**src/rtl/qmap_pkg.sv**
```systemverilog
package qmap_pkg;

  typedef enum logic [1:0] {
    MOD_BPSK  = 2'd0,
    MOD_QPSK  = 2'd1,
    MOD_QAM16 = 2'd2,
    MOD_QAM64 = 2'd3
  } mod_e;

  localparam int GRP_MAX = 6;
  localparam int CNT_W   = $clog2(GRP_MAX);

  function automatic int unsigned grp_bits(mod_e m);
    case (m)
      MOD_BPSK:  return 1;
      MOD_QPSK:  return 2;
      MOD_QAM16: return 4;
      default:   return 6;
    endcase
  endfunction

  function automatic longint unsigned isqrt(longint unsigned x);
    longint unsigned rem = x;
    longint unsigned res = 0;
    longint unsigned b   = 64'd1 << 62;
    for (int k = 0; k < 32; k++) begin
      if (rem >= res + b) begin
        rem = rem - (res + b);
        res = (res >> 1) + b;
      end else begin
        res = res >> 1;
      end
      b = b >> 2;
    end
    return res;
  endfunction

  // round(k * 2^frac / sqrt(n)), k > 0
  function automatic int scaled_level(int k, int n, int frac);
    longint unsigned x;
    longint unsigned s;
    x = (longint'(k * k) << (2 * frac + 2)) / longint'(n);
    s = isqrt(x);
    return int'((s + 1) >> 1);
  endfunction

  function automatic logic [2:0] gray2bin3(logic [2:0] g);
    logic [2:0] b;
    b[2] = g[2];
    b[1] = b[2] ^ g[1];
    b[0] = b[1] ^ g[0];
    return b;
  endfunction

  function automatic int axis_level(bit q_axis, mod_e m, logic [2:0] code, int frac);
    int idx;
    int lvl;
    int mag;
    case (m)
      MOD_BPSK: begin
        if (q_axis) return 0;
        mag = scaled_level(1, 1, frac);
        return code[0] ? mag : -mag;
      end
      MOD_QPSK: begin
        mag = scaled_level(1, 2, frac);
        return code[0] ? mag : -mag;
      end
      MOD_QAM16: begin
        idx = int'(gray2bin3({1'b0, code[1:0]}));
        lvl = 2 * idx - 3;
        mag = scaled_level(lvl < 0 ? -lvl : lvl, 10, frac);
        return lvl < 0 ? -mag : mag;
      end
      default: begin
        idx = int'(gray2bin3(code));
        lvl = 2 * idx - 7;
        mag = scaled_level(lvl < 0 ? -lvl : lvl, 42, frac);
        return lvl < 0 ? -mag : mag;
      end
    endcase
  endfunction

endpackage

```
**src/rtl/qmap_bit_collector.sv**
```systemverilog
module qmap_bit_collector
  import qmap_pkg::*;
(
  input  logic               clk_i,
  input  logic               rst_ni,
  input  logic               sym_start_i,
  input  logic [1:0]         mode_i,
  input  logic               bit_valid_i,
  input  logic               bit_i,
  output logic               grp_done_o,
  output logic [GRP_MAX-1:0] grp_o,
  output mod_e               grp_mode_o
);

  logic [CNT_W-1:0]   cnt_q;
  logic [GRP_MAX-2:0] sh_q;
  mod_e               mode_q;
  mod_e               eff_mode;
  logic               at_boundary;
  logic               take_mode;
  int unsigned        need;

  assign at_boundary = (cnt_q == '0);
  assign take_mode   = sym_start_i && at_boundary;
  assign eff_mode    = take_mode ? mod_e'(mode_i) : mode_q;
  assign need        = grp_bits(eff_mode);
  assign grp_o       = {sh_q, bit_i};
  assign grp_done_o  = bit_valid_i && (cnt_q == CNT_W'(need - 1));
  assign grp_mode_o  = eff_mode;

  always_ff @(posedge clk_i or negedge rst_ni) begin
    if (!rst_ni) begin
      cnt_q  <= '0;
      sh_q   <= '0;
      mode_q <= MOD_BPSK;
    end else begin
      if (take_mode) mode_q <= eff_mode;
      if (bit_valid_i) begin
        sh_q  <= grp_o[GRP_MAX-2:0];
        cnt_q <= grp_done_o ? '0 : cnt_q + 1'b1;
      end
    end
  end

  p_cnt_range_r2: assert property (@(posedge clk_i) disable iff (!rst_ni)
    cnt_q < CNT_W'(grp_bits(mode_q)));

  p_mode_hold_r7: assert property (@(posedge clk_i) disable iff (!rst_ni)
    !(sym_start_i && cnt_q == '0) |=> $stable(mode_q));

  p_gap_no_advance_r9: assert property (@(posedge clk_i) disable iff (!rst_ni)
    !bit_valid_i |=> $stable(cnt_q));

endmodule

```
**src/rtl/qmap_level_lut.sv**
```systemverilog
module qmap_level_lut
  import qmap_pkg::*;
#(
  parameter bit Q_AXIS = 1'b0,
  parameter int DW     = 16,
  parameter int FRAC   = 14
) (
  input  mod_e                 mode_i,
  input  logic [2:0]           code_i,
  output logic signed [DW-1:0] level_o
);

  localparam int ENTRIES = 4 * 8;

  logic signed [DW-1:0] tbl [ENTRIES];

  for (genvar e = 0; e < ENTRIES; e++) begin : g_tbl
    assign tbl[e] = DW'(axis_level(Q_AXIS, mod_e'(2'(e >> 3)), 3'(e), FRAC));
  end

  assign level_o = tbl[{mode_i, code_i}];

endmodule

```
**src/rtl/qam_mapper.sv**
```systemverilog
module qam_mapper
  import qmap_pkg::*;
#(
  parameter int DW   = 16,
  parameter int FRAC = 14
) (
  input  logic                 clk_i,
  input  logic                 rst_ni,
  input  logic                 sym_start_i,
  input  logic [1:0]           mode_i,
  input  logic                 bit_valid_i,
  input  logic                 bit_i,
  output logic                 valid_o,
  output logic signed [DW-1:0] i_o,
  output logic signed [DW-1:0] q_o
);

  logic               grp_done;
  logic [GRP_MAX-1:0] grp;
  mod_e               grp_mode;
  logic [2:0]         i_code;
  logic [2:0]         q_code;
  logic signed [DW-1:0] i_lvl;
  logic signed [DW-1:0] q_lvl;
  logic                 valid_q;
  logic signed [DW-1:0] i_q;
  logic signed [DW-1:0] q_q;
  mod_e                 out_mode_q;

  qmap_bit_collector u_coll (
    .clk_i       (clk_i),
    .rst_ni      (rst_ni),
    .sym_start_i (sym_start_i),
    .mode_i      (mode_i),
    .bit_valid_i (bit_valid_i),
    .bit_i       (bit_i),
    .grp_done_o  (grp_done),
    .grp_o       (grp),
    .grp_mode_o  (grp_mode)
  );

  // split group into per-axis sub-fields, MSB first
  always_comb begin
    case (grp_mode)
      MOD_BPSK:  begin i_code = {2'b00, grp[0]};   q_code = 3'b000; end
      MOD_QPSK:  begin i_code = {2'b00, grp[1]};   q_code = {2'b00, grp[0]}; end
      MOD_QAM16: begin i_code = {1'b0, grp[3:2]};  q_code = {1'b0, grp[1:0]}; end
      default:   begin i_code = grp[5:3];          q_code = grp[2:0]; end
    endcase
  end

  qmap_level_lut #(.Q_AXIS(1'b0), .DW(DW), .FRAC(FRAC)) u_lut_i (
    .mode_i  (grp_mode),
    .code_i  (i_code),
    .level_o (i_lvl)
  );

  qmap_level_lut #(.Q_AXIS(1'b1), .DW(DW), .FRAC(FRAC)) u_lut_q (
    .mode_i  (grp_mode),
    .code_i  (q_code),
    .level_o (q_lvl)
  );

  always_ff @(posedge clk_i or negedge rst_ni) begin
    if (!rst_ni) begin
      valid_q    <= 1'b0;
      i_q        <= '0;
      q_q        <= '0;
      out_mode_q <= MOD_BPSK;
    end else begin
      valid_q <= grp_done;
      if (grp_done) begin
        i_q        <= i_lvl;
        q_q        <= q_lvl;
        out_mode_q <= grp_mode;
      end
    end
  end

  assign valid_o = valid_q;
  assign i_o     = i_q;
  assign q_o     = q_q;

  p_valid_after_bit_r2: assert property (@(posedge clk_i) disable iff (!rst_ni)
    valid_o |-> $past(bit_valid_i));

  p_hold_r10: assert property (@(posedge clk_i) disable iff (!rst_ni)
    !valid_o |-> ($stable(i_o) && $stable(q_o)));

  p_bpsk_q_zero_r3: assert property (@(posedge clk_i) disable iff (!rst_ni)
    (valid_o && out_mode_q == MOD_BPSK) |-> (q_o == '0));

  p_i_nonzero_r6: assert property (@(posedge clk_i) disable iff (!rst_ni)
    valid_o |-> (i_o != '0));

endmodule

```
**config.mk**
```make
export PLATFORM = sky130hd
export DESIGN_NAME = qam_mapper
export DESIGN_NICKNAME = d
export VERILOG_FILES = /design/src/rtl/qmap_pkg.sv /design/src/rtl/qmap_bit_collector.sv /design/src/rtl/qmap_level_lut.sv /design/src/rtl/qam_mapper.sv
export SDC_FILE = /design/constraint.sdc
export NUM_CORES = 1
export LEC_CHECK = 0
export ABC_CLOCK_PERIOD_IN_PS = 5300
export BUFFER_PORTS_ARGS = -buffer_cell sky130_fd_sc_hd__buf_2
export CAP_MARGIN = 20
export CORE_MARGIN = 1
export CORE_UTILIZATION = 61
export CTS_CLUSTER_SIZE = 28
export DETAILED_ROUTE_END_ITERATION = 16
export PLACE_DENSITY = 0.93
export SLEW_MARGIN = 20
export SYNTH_ARGS = -nofsm -noshare
export SYNTH_HDL_FRONTEND = slang
export SYNTH_HIERARCHICAL = 1
export SYNTH_SLANG_ARGS = --single-unit
```
**constraint.sdc**
```tcl
create_clock -name clk_i -period 5.3 [get_ports clk_i]
set_clock_uncertainty 0.05 [all_clocks]
set_input_delay 1.06 -clock clk_i [delete_from_list [all_inputs] [get_ports clk_i]]
set_output_delay 1.06 -clock clk_i [all_outputs]
set_load 0.02 [all_outputs]
```
==> impl_metrics.toml <==
[floorplan]
die_area_um2 = 4988
dieHeight_um = 70.63
core-area_um2 = 4444
fp.dieW_um = 70.63
pin_count = 40
initial_core_util = 0.6464
floorplan.rows = 24

[route]
routedWlPerCell_um = 15.38
post-route-drc-count = 5
drt-total-wl_mm = 5.077
drt_pre_antenna_iters = 10
antenna_violating_nets_post_route = 0
vias_per_inst = 5.812
drt_first_iter_violations = 84
vias = 1918

[global_route]
grt_pass1_vias = 1868
antenna_violations_before_repair = 0
grt_overflow_total = 0
grt_first_pass_wirelength_mm = 8.894
globalRouteTotalUtil = 0.2235
maximum_number_of_pins_on_one_net_before_global_route_repair = 44

[setup_path]
worst_ep_required_time_ns = 5.44
worstSetupPathType = "input port to register"
arrival_ns = 4.05
timing.critical_path.from_type = "input port"
critical_path_peak_fanout = 33
critical_path.max_stage_delay_ns = 0.63
sort_of_element_at_the_end_of_the_critical_path = "register"
slowest_stage = "sky130_fd_sc_hd__mux2_2"
crit_chain = "buf_2 -> nand3b_4 -> mux2_2 -> mux2i_1 -> nor2b_1 -> inv_1 -> ha_1 -> xnor2_1 -> a21oi_1 -> o22ai_1 -> mux2_4"

[pwr]
power_switching_uw = 934.7
power.sequential.fraction = 0.261
swShare = 0.4353
powerDensity_nw_per_um2 = 698.2
power_leakage_uw = 0.001508
p_int_uw = 1213
worst_ir_drop_vdd_uv = 324.5
share_clk_of_total_power = 0.124
power_frac_comb = 0.615
totalPowerFinal_uw = 2147

[finish]
utilization = 0.6920
layout.nets = 301
final_cell_area_um2 = 3075
fillCellCount = 331
area_delta_synth_final_pct = 7.056
n_antenna_cell = 0
layout-drive-gt1-share = 0.3633

[timing]
worst_slew_margin_rel = 0.2628
setup_total_negative_slack_ns = 0
max_freq_mhz = 256.2
finalWorstSetupSlack_ns = 1.397
rsz0062_at_grt = "no"
finalSetupViolations = 0
timing.final.crit_share = 0.7364
final-hold-violation-count = 0
slew_of_the_pin_with_the_lowest_slew_margin_ns = 1.106
report.final.slew_viol_count = 0
final_period_minus_worst_setup_slack_ns = 3.903

[cts]
number_of_h_tree_levels = 2
cts_resized = 0
buffer_depth_of_the_longest_clock_path = 2
path_clk_slew_ns = 0.09
cts_buffers = 5
cts_hold_buffers = 0
clockRootBuffer = "sky130_fd_sc_hd__clkbuf_8"
tritoncts = "done"
cts_setup_buffers = 0
worstSkewPairLatency_ns = 0.30
number_of_sinks_driven_by_the_clock_tree = 43

[status]
run_status = "finished, violations left"
failed_checks = "DRC"

[run]
timing.max_cap.violations = 0

[min_path]
worstHoldPathType = "register to register"

[synth]
synth_area_per_cell_um2 = 11.63
seq_area_frac_synth = 0.3746
post_synth_inst_count = 247
synth_cell_types = 48
postSynthRegisterBits = 43
yosys_top_cell_by_area = "sky130_fd_sc_hd__dfrtp_1"
yosys_warnings = 6
netlist_area_um2 = 2873
netlist.area_leader.share = 0.3746
syn_nets = 271
synth.area.top_cells = "sky130_fd_sc_hd__dfrtp_1 37%, sky130_fd_sc_hd__mux2_4 16%, sky130_fd_sc_hd__ha_1 7.4%, sky130_fd_sc_hd__mux2_2 4.3%, sky130_fd_sc_hd__nand2_1 2.6%"

[placement]
postPlaceCellArea_um2 = 2958
numPortBuffers = 39
pre_cts_slack_ns = 1.099
gp_routability_congestion = 0.9321
detailed_place_hpwl_mm = 3.489
==> cell type report <==
| type | count | area [um^2] | share of cell area |
|---|---|---|---|
| timing repair buffer | 39 | 195.2 | 0.06347 |
| clock buffer | 6 | 82.58 | 0.02685 |
| inverter | 11 | 41.29 | 0.01343 |
| multi-input combinational | 177 | 1580 | 0.5138 |
| clock inverter | 2 | 35.03 | 0.01139 |
| tap | 52 | 65.06 | 0.02116 |
| sequential | 43 | 1076 | 0.3499 |
==> cells in the final DEF (no fill, tap or decap), types with 4 or more instances in the layout <==
cell type | Yosys | routed
sky130_fd_sc_hd__dfrtp_1 | 43 | 43
sky130_fd_sc_hd__buf_2 | 0 | 39
sky130_fd_sc_hd__mux2_4 | 30 | 30
sky130_fd_sc_hd__nand2_1 | 20 | 20
sky130_fd_sc_hd__ha_1 | 17 | 17
sky130_fd_sc_hd__mux2_2 | 11 | 11
sky130_fd_sc_hd__inv_1 | 11 | 11
sky130_fd_sc_hd__nor2_1 | 10 | 10
sky130_fd_sc_hd__o21ai_0 | 9 | 9
sky130_fd_sc_hd__a21oi_1 | 7 | 7
sky130_fd_sc_hd__clkbuf_8 | 0 | 6
sky130_fd_sc_hd__o211ai_1 | 6 | 6
sky130_fd_sc_hd__nor2b_1 | 5 | 5
sky130_fd_sc_hd__o21ai_1 | 5 | 5
sky130_fd_sc_hd__o22ai_1 | 5 | 5
sky130_fd_sc_hd__nand3_1 | 4 | 4
sky130_fd_sc_hd__nand2b_1 | 4 | 4
==> worst paths after layout <==
| kind | from | end | slack [ns] | cells after the start |
|---|---|---|---|---|
| max | sym_start_i | i_o[6] | 1.40 | 11 |
| min | i_o[1] | i_o[1] | 0.46 | 1 |
| max reg2reg | u_coll/cnt_q[1] | i_o[6] | 1.40 | 12 |
| min reg2reg | i_o[1] | i_o[1] | 0.46 | 1 |
| max in group asynchronous | rst_ni | i_o[4] | 3.77 | 1 |
| min in group asynchronous | rst_ni | u_coll/sh_q[1] | 0.85 | 1 |
==> power by group through the flow <==
| stage | sequential [uW] | combinational (uW) | clock (uW) |
|---|---|---|---|
| floorplan | 680 | 1020 | 0 |
| global placement | 560 | 1270 | 0 |
| detailed placement | 565 | 1310 | 0 |
| CTS | 561 | 1320 | 270 |
| global route | 579 | 1440 | 284 |
| finish | 560 | 1320 | 266 |
==> registers in the layout, indices dropped and copies added (netlist names) <==
name / flops
u_coll/mode_q: 2
u_coll/sh_q: 5
q_o: 16
valid_o: 1
u_coll/cnt_q: 3
i_o: 16
==> worst max-delay path: cells and delay by family <==
| kind | cells | cell delay [ns] |
|---|---|---|
| multiplexers | 3 | 1.06 |
| buffers and inverters | 2 | 0.39 |
| adder cells (fa/ha/maj) | 1 | 0.39 |
| XOR/XNOR | 1 | 0.15 |
| AND/OR/NAND/NOR | 2 | 0.70 |
| AO/OA/AOI/OAI | 2 | 0.28 |
==> cell usage after synthesis, drive strengths merged <==
library cell	instances
o32ai	2
nand2b	4
a22o	1
or3b	1
o21ai	16
o211ai	6
mux2i	2
nor3	3
o22ai	5
and2	3
nand4	1
nor2b	7
and2b	1
nand3	5
and3b	1
nor2	10
mux2	41
nor3b	1
a211o	1
ha	17
a31o	2
a21oi	7
xnor2	2
o2bb2ai	1
and3	2
mux4	1
clkbuf	1
buf	15
nand2	20
a2111oi	1
dfrtp	43
or3	1
o31a	1
nand3b	5
a31oi	2
a21o	1
inv	11
o21a	3
==> per-stage QoR <==
stage          hold slack, ns  instances
2_1_floorplan          0.4235        247
3_3_place_gp           0.4373        322
3_5_place_dp           0.4368        322
4_1_cts                0.4631        330
5_1_grt                0.4782        330
6_report               0.4597        330
==> logic make-up after synthesis <==
logic type | Yosys count | share of synthesized area
AOI/OAI and AO/OA | 49 | 0.1185
DFF | 43 | 0.3746
xor gates and xnor gates | 2 | 0.006099
muxes | 44 | 0.2147
adders and majority gates | 17 | 0.07404
and+or+nand+nor | 65 | 0.1363
buffers and inverters | 27 | 0.07578
==> per-layer routing <==
metal	vias to the layer above	GRT usage	part of all wire
li1	926	-	-
met1	939	0.3079	0.48
met2	48	0.3592	0.48
met3	5	0.04274	0.033
met4	0	0.07333	0.011
met5	-	0	0
No activity file was read; power rests on OpenSTA's default activity.
